$ cat src/rtl/legacy_strobe_bridge.sv
module legacy_strobe_bridge (
  input  logic clk,
  input  logic rst_n,
  input  logic phase_rise,
  input  logic fast_as_n,
  input  logic fast_ds_n,
  input  logic fast_rw,
  output logic fast_ack_n,
  output logic slow_ds_n,
  input  logic slow_ack_n,
  output logic rd_latch
);

  typedef enum logic [3:0] {
    ST_IDLE, ST_S0, ST_S1, ST_S2, ST_S3, ST_S4,
    ST_WAIT, ST_S5, ST_S6, ST_S7, ST_HOLD
  } state_t;

  state_t st, st_nx;
  logic   is_rd;
  logic   ds_on_nx;

  wire req = !fast_as_n && !fast_ds_n;

  always_comb begin
    st_nx = st;
    case (st)
      ST_IDLE: if (req && phase_rise) st_nx = ST_S0;
      ST_S0:   st_nx = ST_S1;
      ST_S1:   st_nx = ST_S2;
      ST_S2:   st_nx = ST_S3;
      ST_S3:   st_nx = ST_S4;
      ST_S4:   st_nx = slow_ack_n ? ST_WAIT : ST_S5;
      ST_WAIT: st_nx = ST_S4;
      ST_S5:   st_nx = ST_S6;
      ST_S6:   st_nx = ST_S7;
      ST_S7:   st_nx = fast_as_n ? ST_IDLE : ST_HOLD;
      ST_HOLD: if (fast_as_n) st_nx = ST_IDLE;
      default: st_nx = ST_IDLE;
    endcase
  end

  always_comb begin
    case (st_nx)
      ST_S2, ST_S3:                       ds_on_nx = is_rd;
      ST_S4, ST_WAIT, ST_S5, ST_S6, ST_S7: ds_on_nx = 1'b1;
      default:                            ds_on_nx = 1'b0;
    endcase
  end

  always_ff @(posedge clk) begin
    if (!rst_n) begin
      st         <= ST_IDLE;
      is_rd      <= 1'b0;
      slow_ds_n  <= 1'b1;
      fast_ack_n <= 1'b1;
      rd_latch   <= 1'b0;
    end else begin
      st         <= st_nx;
      if (st == ST_IDLE && st_nx == ST_S0) is_rd <= fast_rw;
      slow_ds_n  <= !ds_on_nx;
      fast_ack_n <= !(st_nx == ST_S7 || st_nx == ST_HOLD);
      rd_latch   <= is_rd && st_nx == ST_S6;
    end
  end

endmodule

$ cat config.mk
export PLATFORM = sky130hd
export DESIGN_NAME = legacy_strobe_bridge
export DESIGN_NICKNAME = d
export VERILOG_FILES = /design/src/rtl/legacy_strobe_bridge.sv
export SDC_FILE = /design/constraint.sdc
export NUM_CORES = 1
export LEC_CHECK = 0
export BUFFER_PORTS_ARGS = -buffer_cell sky130_fd_sc_hd__buf_2
export CORE_AREA = 2 2 39 41
export CTS_CLUSTER_SIZE = 12
export DETAILED_ROUTE_END_ITERATION = 12
export DIE_AREA = 0 0 41 43
export PLACE_DENSITY_LB_ADDON = 0.08
export SLEW_MARGIN = 20
export SYNTH_ARGS = -nofsm -noshare
export SYNTH_HDL_FRONTEND = slang
export SYNTH_SLANG_ARGS = --single-unit
$ cat constraint.sdc
create_clock -name clk -period 3.35 [get_ports clk]
set_input_delay 0 -clock clk [delete_from_list [all_inputs] [get_ports clk]]
set_output_delay 0 -clock clk [all_outputs]
set_load 0.05 [all_outputs]
==> results.ini <==
[worst_setup_path]
setup.worst_path.start_class = register
regToRegStartpoint = st[2]$_SDFF_PN0_
cp_max_fo = 11
reg2regPathDepth = 5
cp_data_arrival_time_ns = 1.61
r2r_slack_ns = 1.86
criticalPathCategory = register to register
crit_required_ns = 3.47
crit_path_end_kind = register
rr_endpoint = slow_ds_n$_SDFF_PN1_

[sta]
setup_viol = 0
fin_ws_ns = 1.856
slew_headroom = 0.7467
final.setup.tns_ns = 0
worst_slew_pin_slew_ns = 0.3794
rsz0062_at_grt = no
period_share = 0.4459
fin_crit_ns = 1.494
hold_viol_final = 0
max_freq_mhz = 669.5
finClkSkew_ns = 0.002563
slew_violations = 0

[power_and_ir_drop]
power_frac_clock = 0.335
power_frac_seq = 0.502
pwr_density_cell_mw_per_mm2 = 387.5
p_int_mw = 0.1549
power_switching_mw = 0.05069
vdd_drop_max_uv = 164.8
combPwrFrac = 0.162
leakagePower_nw = 0.2149
swShare = 0.2466

[die]
die_h_um = 43
die-area_mm2 = 0.001763
rows = 14
core_area_mm2 = 0.001384
die_w_um = 41
start_util = 0.3264
io_pins = 10

[route]
avgRoutedWirePerCell_um = 10.89
first_iter_violations = 2
drcViolationCount = 0
dr.pass1.iters = 4
vias = 368
viasPerCell = 4.842
ant_nets = 0
drt-total-wl_um = 828

[global_routing]
grt-busiest-layer = met1
met1_usage = 0.1596
grt_antenna_before_repair = 0
grt_pass1_wl_mm = 1.407
gr-total-overflow = 0
grt_pass1_vias = 331
met3_usage = 0.01571
use_met2 = 0.1563
grt_max_degree = 12
grt_use_total = 0.1179

[final_layout]
final_common_cell = buf_2
drive_gt1_frac = 0.2667
fillCellCount = 151
antennaDiodeCount = 0
nets = 69
final_cell_mix = buf_2, dfxtp_1, nor2_1, a21oi_1
synthToLayoutAreaGrowth_pct = 17.45

[synth]
synth_cells = 49
ys_ff_latch = 8
syn_area_per_cell_um2 = 9.218
ys_types = 24
synth.cell_area_um2 = 451.7
synth_nets = 56
yosysSeqAreaShare = 0.3546
ys_warn_count = 0

[clocking]
cts_inserted_buffers = 3
cts_tree = done
clock_path_buffers = 2
root_buffer = clkbuf_4
clock_latency_ns = 0.24
htreeDepth = 1
cts_sinks = 8
path_clk_slew_ns = 0.05

[min_path]
holdPathEnd = slow_ds_n$_SDFF_PN1_
min_delay_path_depth = 2
hp-start = rst_n
hp-class = input port to register

[placement]
place_ws_ns = 1.860
gp_congestion = 0.7208
dpl.hpwl_um = 657.6
place.port_buffers = 9

[status]
status = finished clean

[flow_run]
maxCapViolCount = 0

Yosys cell counts:
cell      n  area, um2
a221o_1   1      10.01
nand2b_1  3      18.77
nor2_1    4      15.01
nand4_4   1      21.27
a21oi_1   4      20.02
xor2_1    3      26.28
o211ai_2  1      12.51
nor3_1    1      5.000
inv_1     1      3.750
and4bb_1  1      12.51
a22oi_2   1      12.51
buf_6     1      11.26
clkbuf_4  1      7.510
nand2_1   2      7.510
mux2i_1   2      20.02
dfxtp_1   8      160.2
nor3b_1   2      15.01
and2_1    3      18.77
or3_1     1      6.260
nor2_2    1      6.260
o21ai_1   1      5.000
o21ai_0   1      5.000
o22ai_1   2      12.51
nor2b_1   3      18.77
logic make-up after synthesis:
group | count (synthesis) | synth area share
compound gates | 11 | 0.1717
xor+xnor | 3 | 0.05818
buf+inv | 3 | 0.04986
flops | 8 | 0.3546
mux | 2 | 0.04432
simple gates | 22 | 0.3213
repair_timing:
item                      in CTS  in global routing
setup buffers                  0                  0
hold buffers                   1                  0
hold endpoints to repair       1                  0
resized for setup              0                  0
per-layer routing:
metal | routed length, um | share of wire
met3 | 37 | 0.045
met2 | 383 | 0.46
met4 | 5 | 0.0060
met5 | 0 | 0
met1 | 402 | 0.49
layout make-up:
type | count | area (um2) | area share
timing repair buffer | 10 | 55.05 | 0.1038
tap | 16 | 20.02 | 0.03774
clock buffer | 3 | 22.52 | 0.04245
inverter | 1 | 3.754 | 0.007075
sequential | 8 | 160.2 | 0.3019
multi-input combinational | 38 | 269.0 | 0.5071
how the worst max path moves through the flow:
stage / endpoint / cells past startpoint / start
2_1_floorplan: slow_ds_n$_SDFF_PN1_ / 6 / st[2]$_SDFF_PN0_
3_3_place_gp: slow_ds_n$_SDFF_PN1_ / 5 / st[2]$_SDFF_PN0_
3_5_place_dp: slow_ds_n$_SDFF_PN1_ / 5 / st[2]$_SDFF_PN0_
4_1_cts: slow_ds_n$_SDFF_PN1_ / 5 / st[2]$_SDFF_PN0_
5_1_grt: slow_ds_n$_SDFF_PN1_ / 5 / st[2]$_SDFF_PN0_
6_report: slow_ds_n$_SDFF_PN1_ / 5 / st[2]$_SDFF_PN0_
registers in the layout, summed over array words and instances (netlist names):
name and cells:
slow_ds_n 1, st 4, is_rd 1, fast_ack_n 1, rd_latch 1
power groups by stage:
stage               clock, mW  sequential, mW  combinational (mW)
finish                 0.0690           0.103              0.0334
global route           0.0762           0.104              0.0371
CTS                    0.0727           0.103              0.0339
detailed placement          0           0.105              0.0328
global placement            0           0.105              0.0336
floorplan                   0           0.102              0.0273
through the flow:
step	utilization	area [um2]	power, mW	std cells	hold slack, ns
global route	0.3834	530.5	0.2175	76	0.03188
detailed placement	0.3599	498.0	0.1379	72	0.2609
global placement	0.3599	498.0	0.1388	72	0.2630
finish	0.3834	530.5	0.2056	76	0.02498
CTS	0.3834	530.5	0.2097	76	0.02060
floorplan	-	451.7	0.1295	49	0.08854
critical path, stage by stage, from the launching register on:
cell      delay [ns]
dfxtp_1         0.54
nand2b_1        0.14
or3_1           0.34
o211ai_2        0.11
a221o_1         0.17
a22oi_2         0.07
(Power assumes the default switching activity.)
